$ cat src/rtl/vic_pkg.sv
package vic_pkg;
    localparam int ADDR_W = 8;

    localparam logic [ADDR_W-1:0] OFS_RAW    = 8'h00;
    localparam logic [ADDR_W-1:0] OFS_ENSET  = 8'h04;
    localparam logic [ADDR_W-1:0] OFS_ENCLR  = 8'h08;
    localparam logic [ADDR_W-1:0] OFS_ROUTE  = 8'h0C;
    localparam logic [ADDR_W-1:0] OFS_CURVEC = 8'h10;
    localparam logic [ADDR_W-1:0] OFS_DFLT   = 8'h14;

    // slot regions: address words in 0x40..0x7C, control words in 0x80..0xBC
    localparam logic [1:0] REG_SLOT_ADDR = 2'b01;
    localparam logic [1:0] REG_SLOT_CTRL = 2'b10;
endpackage

$ cat src/rtl/vic_prio_enc.sv
module vic_prio_enc #(
    parameter int W  = 16,
    parameter int IW = $clog2(W)
) (
    input  logic [W-1:0]  req,
    output logic          found,
    output logic [IW-1:0] idx
);
    always_comb begin
        found = 1'b0;
        idx   = '0;
        for (int i = W - 1; i >= 0; i--) begin
            if (req[i]) begin
                found = 1'b1;
                idx   = IW'(i);
            end
        end
    end
endmodule

$ cat src/rtl/vic_slot_match.sv
module vic_slot_match #(
    parameter int NUM_SRC  = 22,
    parameter int NUM_SLOT = 16,
    parameter int SRC_W    = 5
) (
    input  logic [NUM_SRC-1:0]             pend,
    input  logic [NUM_SLOT-1:0][SRC_W-1:0] vsrc,
    input  logic [NUM_SLOT-1:0]            von,
    output logic [NUM_SLOT-1:0]            hit
);
    localparam int EXT_N = 1 << SRC_W;

    logic [EXT_N-1:0] pend_ext;
    assign pend_ext = EXT_N'(pend);

    for (genvar g = 0; g < NUM_SLOT; g++) begin : g_slot
        assign hit[g] = von[g] && pend_ext[vsrc[g]];
    end
endmodule

$ cat src/rtl/vic_ctrl.sv
module vic_ctrl #(
    parameter int NUM_SRC  = 22,
    parameter int NUM_SLOT = 16,
    parameter int DATA_W   = 32
) (
    input  logic                       clk,
    input  logic                       rst_n,
    input  logic [NUM_SRC-1:0]         irq_src,
    input  logic                       bus_sel,
    input  logic                       bus_wr,
    input  logic [vic_pkg::ADDR_W-1:0] bus_addr,
    input  logic [DATA_W-1:0]          bus_wdata,
    output logic [DATA_W-1:0]          bus_rdata,
    output logic                       irq_req_o,
    output logic                       fiq_req_o,
    output logic [DATA_W-1:0]          cur_vector
);
    import vic_pkg::*;

    localparam int SRC_W   = $clog2(NUM_SRC);
    localparam int SLOT_IW = $clog2(NUM_SLOT);
    localparam int LVL_N   = NUM_SLOT + 1;          // slots plus default level
    localparam int LVL_W   = $clog2(LVL_N + 1);

    typedef struct packed {
        logic [NUM_SRC-1:0]              en;
        logic [NUM_SRC-1:0]              route;
        logic [DATA_W-1:0]               dflt;
        logic [NUM_SLOT-1:0][DATA_W-1:0] vaddr;
        logic [NUM_SLOT-1:0][SRC_W-1:0]  vsrc;
        logic [NUM_SLOT-1:0]             von;
        logic [LVL_N-1:0]                svc;
    } state_t;

    state_t s_q, s_d;

    // request qualification
    logic [NUM_SRC-1:0]  pend_norm;
    logic [NUM_SRC-1:0]  pend_fast;
    logic [NUM_SLOT-1:0] hit;
    logic                win_found;
    logic [SLOT_IW-1:0]  win_idx;
    logic                svc_any;
    logic [LVL_W-1:0]    svc_idx;
    logic [LVL_W-1:0]    cand_lvl;
    logic [LVL_W-1:0]    top_lvl;
    logic                cand_valid;
    logic                irq_now;

    assign pend_norm = irq_src & s_q.en & ~s_q.route;
    assign pend_fast = irq_src & s_q.en & s_q.route;

    vic_slot_match #(
        .NUM_SRC (NUM_SRC),
        .NUM_SLOT(NUM_SLOT),
        .SRC_W   (SRC_W)
    ) u_match (
        .pend(pend_norm),
        .vsrc(s_q.vsrc),
        .von (s_q.von),
        .hit (hit)
    );

    vic_prio_enc #(.W(NUM_SLOT), .IW(SLOT_IW)) u_win (
        .req  (hit),
        .found(win_found),
        .idx  (win_idx)
    );

    vic_prio_enc #(.W(LVL_N), .IW(LVL_W)) u_top (
        .req  (s_q.svc),
        .found(svc_any),
        .idx  (svc_idx)
    );

    assign cand_lvl   = win_found ? LVL_W'(win_idx) : LVL_W'(NUM_SLOT);
    assign cand_valid = |pend_norm;
    assign top_lvl    = svc_any ? svc_idx : LVL_W'(LVL_N);
    assign irq_now    = cand_valid && (cand_lvl < top_lvl);

    assign irq_req_o  = irq_now;
    assign fiq_req_o  = |pend_fast;
    assign cur_vector = (irq_now && win_found) ? s_q.vaddr[win_idx] : s_q.dflt;

    // bus decode
    logic                wr_en;
    logic                rd_en;
    logic                slot_aligned;
    logic [3:0]          slot_field;
    logic                slot_ok;
    logic [SLOT_IW-1:0]  slot_sel;

    assign wr_en        = bus_sel && bus_wr;
    assign rd_en        = bus_sel && !bus_wr;
    assign slot_aligned = (bus_addr[1:0] == 2'b00);
    assign slot_field   = bus_addr[5:2];
    assign slot_ok      = slot_aligned && (32'(slot_field) < NUM_SLOT);
    assign slot_sel     = SLOT_IW'(slot_field);

    // read mux
    always_comb begin
        bus_rdata = '0;
        if (rd_en) begin
            unique case (bus_addr)
                OFS_RAW:    bus_rdata = DATA_W'(irq_src);
                OFS_ENSET:  bus_rdata = DATA_W'(s_q.en);
                OFS_ROUTE:  bus_rdata = DATA_W'(s_q.route);
                OFS_CURVEC: bus_rdata = cur_vector;
                OFS_DFLT:   bus_rdata = s_q.dflt;
                default: begin
                    if (slot_ok && bus_addr[7:6] == REG_SLOT_ADDR) begin
                        bus_rdata = s_q.vaddr[slot_sel];
                    end else if (slot_ok && bus_addr[7:6] == REG_SLOT_CTRL) begin
                        bus_rdata = DATA_W'({s_q.von[slot_sel], s_q.vsrc[slot_sel]});
                    end
                end
            endcase
        end
    end

    // next state
    always_comb begin
        s_d = s_q;
        if (wr_en) begin
            unique case (bus_addr)
                OFS_ENSET:  s_d.en    = s_q.en | bus_wdata[NUM_SRC-1:0];
                OFS_ENCLR:  s_d.en    = s_q.en & ~bus_wdata[NUM_SRC-1:0];
                OFS_ROUTE:  s_d.route = bus_wdata[NUM_SRC-1:0];
                OFS_CURVEC: s_d.svc   = s_q.svc & (s_q.svc - LVL_N'(1));
                OFS_DFLT:   s_d.dflt  = bus_wdata;
                default: begin
                    if (slot_ok && bus_addr[7:6] == REG_SLOT_ADDR) begin
                        s_d.vaddr[slot_sel] = bus_wdata;
                    end else if (slot_ok && bus_addr[7:6] == REG_SLOT_CTRL) begin
                        s_d.vsrc[slot_sel] = bus_wdata[SRC_W-1:0];
                        s_d.von[slot_sel]  = bus_wdata[SRC_W];
                    end
                end
            endcase
        end
        if (rd_en && bus_addr == OFS_CURVEC && irq_now) begin
            s_d.svc = s_q.svc | (LVL_N'(1) << cand_lvl);
        end
    end

    always_ff @(posedge clk) begin
        if (!rst_n) begin
            s_q <= '0;
        end else begin
            s_q <= s_d;
        end
    end

    // views for the bound checker
    logic [LVL_N-1:0]   svc_mask;
    logic [NUM_SRC-1:0] en_mask;
    assign svc_mask = s_q.svc;
    assign en_mask  = s_q.en;
endmodule

$ cat config.mk
export PLATFORM = sky130hd
export DESIGN_NAME = vic_ctrl
export DESIGN_NICKNAME = d
export VERILOG_FILES = /design/src/rtl/vic_pkg.sv /design/src/rtl/vic_prio_enc.sv /design/src/rtl/vic_slot_match.sv /design/src/rtl/vic_ctrl.sv
export SDC_FILE = /design/constraint.sdc
export NUM_CORES = 2
export LEC_CHECK = 0
export BUFFER_PORTS_ARGS = -buffer_cell sky130_fd_sc_hd__buf_2
export CORE_MARGIN = 4
export CORE_UTILIZATION = 45
export DETAILED_ROUTE_END_ITERATION = 16
export HOLD_SLACK_MARGIN = 0.12
export SYNTH_ARGS = -nofsm -noshare
export SYNTH_HDL_FRONTEND = slang
export SYNTH_SLANG_ARGS = --single-unit
$ cat constraint.sdc
create_clock -name clk -period 7.85 [get_ports clk]
set_input_delay 1.57 -clock clk [delete_from_list [all_inputs] [get_ports clk]]
set_output_delay 1.57 -clock clk [all_outputs]
set_load 0.005 [all_outputs]
==> out/results.ini <==
[outcome]
outcome = complete, but fails checks
violations = negative setup slack

[timing]
max_freq_mhz = 125
worst_pin_slew_ns = 1.34
setup_tns_ns = -2.67
setup_viol = 56
skew_ns = 0.0238
layout_setup_ws_ns = -0.132
final.min_clock_period_ns = 7.98
fin_crit_sh = 1.02
hold_viol = 0
rsz0062_at_grt = true
drv_slew = 0
relSlewSlack = 0.109

[critical_path]
ff2ff_setup_slack_ns = 2.59
cp_data_arrival_time_ns = 6.41
reg2reg_from = s_q[110]$_SDFFE_PN0P_
critPathLaunch = irq_src[15]
r2r_cells = 23
crit_path_start_kind = input port
worstPathRequired_ns = 6.28
critical_path_class = input port to output port
reg2reg_to = svc_mask[11]$_SDFFE_PN0P_
worst-path-max-fanout = 8
end_kind = output port

[pwr]
swShare = 0.249
p_seq_frac = 0.450
ir_drop_mv = 0.177
total_power_mw = 7.92
clkPwrFrac = 0.503
leakagePower_nw = 16.8
p_sw_mw = 1.97
powerDensity_nw_per_um2 = 165
combinationalPowerShare = 0.047
internal_power_mw = 5.95

[route]
drt_pre_antenna_iters = 9
vias = 43000
route.met2.wl_um = 81400
wl_met1_um = 73400
vias_per_cell = 6.71
ant_nets = 0
wirelength_um = 192000
wl_met3_um = 23500
drc = 0
drtIter0Drc = 6839
wire_per_inst_um = 30.0
route.top_layer_used = met5

[synth]
ys_types = 91
yosysMostFrequentCell = nand2_1
synth_top_family_by_area = simple AND/OR/NAND/NOR gates
synthSimpleGateAreaFrac = 0.220
synthTopCellsByCount = 1,554 x nand2_1, 729 x a21oi_1, 701 x dfxtp_1
syn_area_um2 = 41100
synthArstFlopShare = 0
synth_area_leader_cell = dfxtp_1
synth_nets = 5201
synth-compound-area-share = 0.195
syn_avg_cell_area_um2 = 8.01
ys.flop_type = dfxtp_1
synthAdderAreaFrac = 0.00122
synth-edff-count = 0
ys_ff_latch = 701
yosys-mux-area-fraction = 0.187
yosysWarnings = 0
netlist_top_cells_area = dfxtp_1 34%, nand2_1 14%, mux4_2 12%
yosysTopAreaCellShare = 0.341
synth-seq-area-share = 0.341
synthXorXnorAreaFrac = 0
netlist_instances = 5131

[floorplan]
die_h_um = 310
row_count = 110
die_area_um2 = 96300
start_util = 0.455
io_pins = 132
die_w_um = 310
core-area_um2 = 90300

[grt]
overflow = 0
grt_usage = 0.388
grt_pass1_wl_um = 275000
grt_pass1_vias = 39500
antenna_found_initial = 5
grt_max_degree = 166

[cells_and_area]
post-route-util = 0.531
drive_gt1_frac = 0.196
syn_to_final_growth_pct = 16.6
nNetsFinal = 5229

[cts]
cts_hold_buf = 0
cts.sinks = 701
cts_tree = yes
htreeDepth = 3
cts_made_buffers = 82
cts-root-buf = clkbuf_16
path_clk_slew_ns = 0.06
clk_latency_ns = 0.67
clockBufferDepth = 3

[min_path]
whs_endpoint = s_q[187]$_SDFFE_PN0P_
min_path_type = flip-flop to flip-flop
hold_depth = 2
hp-start = s_q[187]$_SDFFE_PN0P_

[job]
maxCapViolCount = 0

[placed_design]
place_congestion = 1.05
dp_worst_setup_slack_ns = -0.358
port_buffers = 131
post-dp-hpwl_um = 125000

==> sequential cells by signal (all words and copies together), names as in the netlist, named ones only <==
register and cells:
s_q 662, svc_mask 17
==> placed cells by master (no fill, tap or decap), types with 28 or more instances in the layout <==
cell       count
mux2i_1      236
clkbuf_16     83
a221oi_1      28
a32oi_1       83
o21ai_0       54
inv_1         33
o211ai_1      32
nor3b_1       30
buf_2        123
buf_12        42
buf_4        272
dfxtp_1      701
nand3_1      114
nor2_1       127
mux4_2       224
a22oi_1       35
nand2_1     1534
a21oi_1      726
==> per-layer routing <==
metal	vias up	global-route usage
met3	736	0.0965
met1	20700	0.517
li1	18500	-
met4	2	0.226
met5	-	0
met2	3046	0.572
==> worst max-delay path, cell delays in order <==
cell and delay (ns):
buf_2 0.13, and3b_2 0.30, buf_4 0.16, buf_4 0.13, mux4_2 0.48, o22ai_2 0.20, a211oi_2 0.06, or2_1 0.27
or3_4 0.38, a21oi_4 0.14, nor2_2 0.06, ha_1 0.29, a21o_1 0.16, a21o_1 0.16, a221o_1 0.30, a21oi_2 0.15
o221ai_4 0.16, inv_2 0.13, buf_6 0.12, nand2b_4 0.09, buf_12 0.14, buf_12 0.13, nand2_4 0.07, o31ai_4 0.06
a221o_1 0.37, buf_2 0.17
==> final cells by class <==
| cell class | instances | area (um^2) |
|---|---|---|
| diodes | 3 | 7.51 |
| clock buffers | 116 | 2390 |
| clock inverters | 35 | 384 |
| fillers | 8472 | 42400 |
| inverters | 38 | 151 |
| multi-input cells | 3874 | 25600 |
| flip-flops and latches | 701 | 14000 |
| well taps | 1176 | 1470 |
| repair buffers | 462 | 3830 |
==> how the worst max path moves through the flow <==
stage | endpoint | slack, ns | cells after the start
after floorplan | bus_rdata[23] | 0.03 | 23
after global placement | bus_rdata[0] | -0.31 | 24
after detailed placement | bus_rdata[0] | -0.36 | 23
after CTS | bus_rdata[3] | -0.06 | 24
after global routing | bus_rdata[29] | -0.28 | 25
final | cur_vector[5] | -0.13 | 26
==> power groups by stage <==
stage | Combinational [mW] | Sequential (mW) | Clock (mW)
after detailed placement | 0.357 | 3.64 | 0
final | 0.373 | 3.56 | 3.99
after global placement | 0.359 | 3.64 | 0
after floorplan | 0.209 | 3.64 | 0
after global routing | 0.382 | 3.56 | 4.15
after CTS | 0.359 | 3.56 | 4.01
==> through the flow <==
| step | cell area (um^2) | hold WS [ns] | std cells |
|---|---|---|---|
| finish | 47900 | 0.463 | 6405 |
| global route | 47900 | 0.484 | 6402 |
| CTS | 47400 | 0.465 | 6391 |
| detailed placement | 44200 | 0.457 | 6222 |
| global placement | 44200 | 0.451 | 6222 |
| floorplan | 41100 | 0.443 | 5131 |
==> repair_timing <==
| item | CTS | global route |
|---|---|---|
| gates cloned | 2 | 1 |
| endpoints found under the setup margin | 64 | 64 |
| gates resized for setup | 72 | 71 |
| setup buffers | 17 | 10 |
| pin swaps | 32 | 39 |
==> logic make-up (layout without fill, tap and decap cells) <==
family | Yosys count | in the layout
multiplexers | 486 | 486
AND/OR/NAND/NOR | 2114 | 2114
AO/OA/AOI/OAI | 1270 | 1270
flip-flops | 701 | 701
buffers and inverters | 556 | 651
other | 0 | 3
adder cells (fa/ha/maj) | 4 | 4
Power figures use the tool's default switching activity.
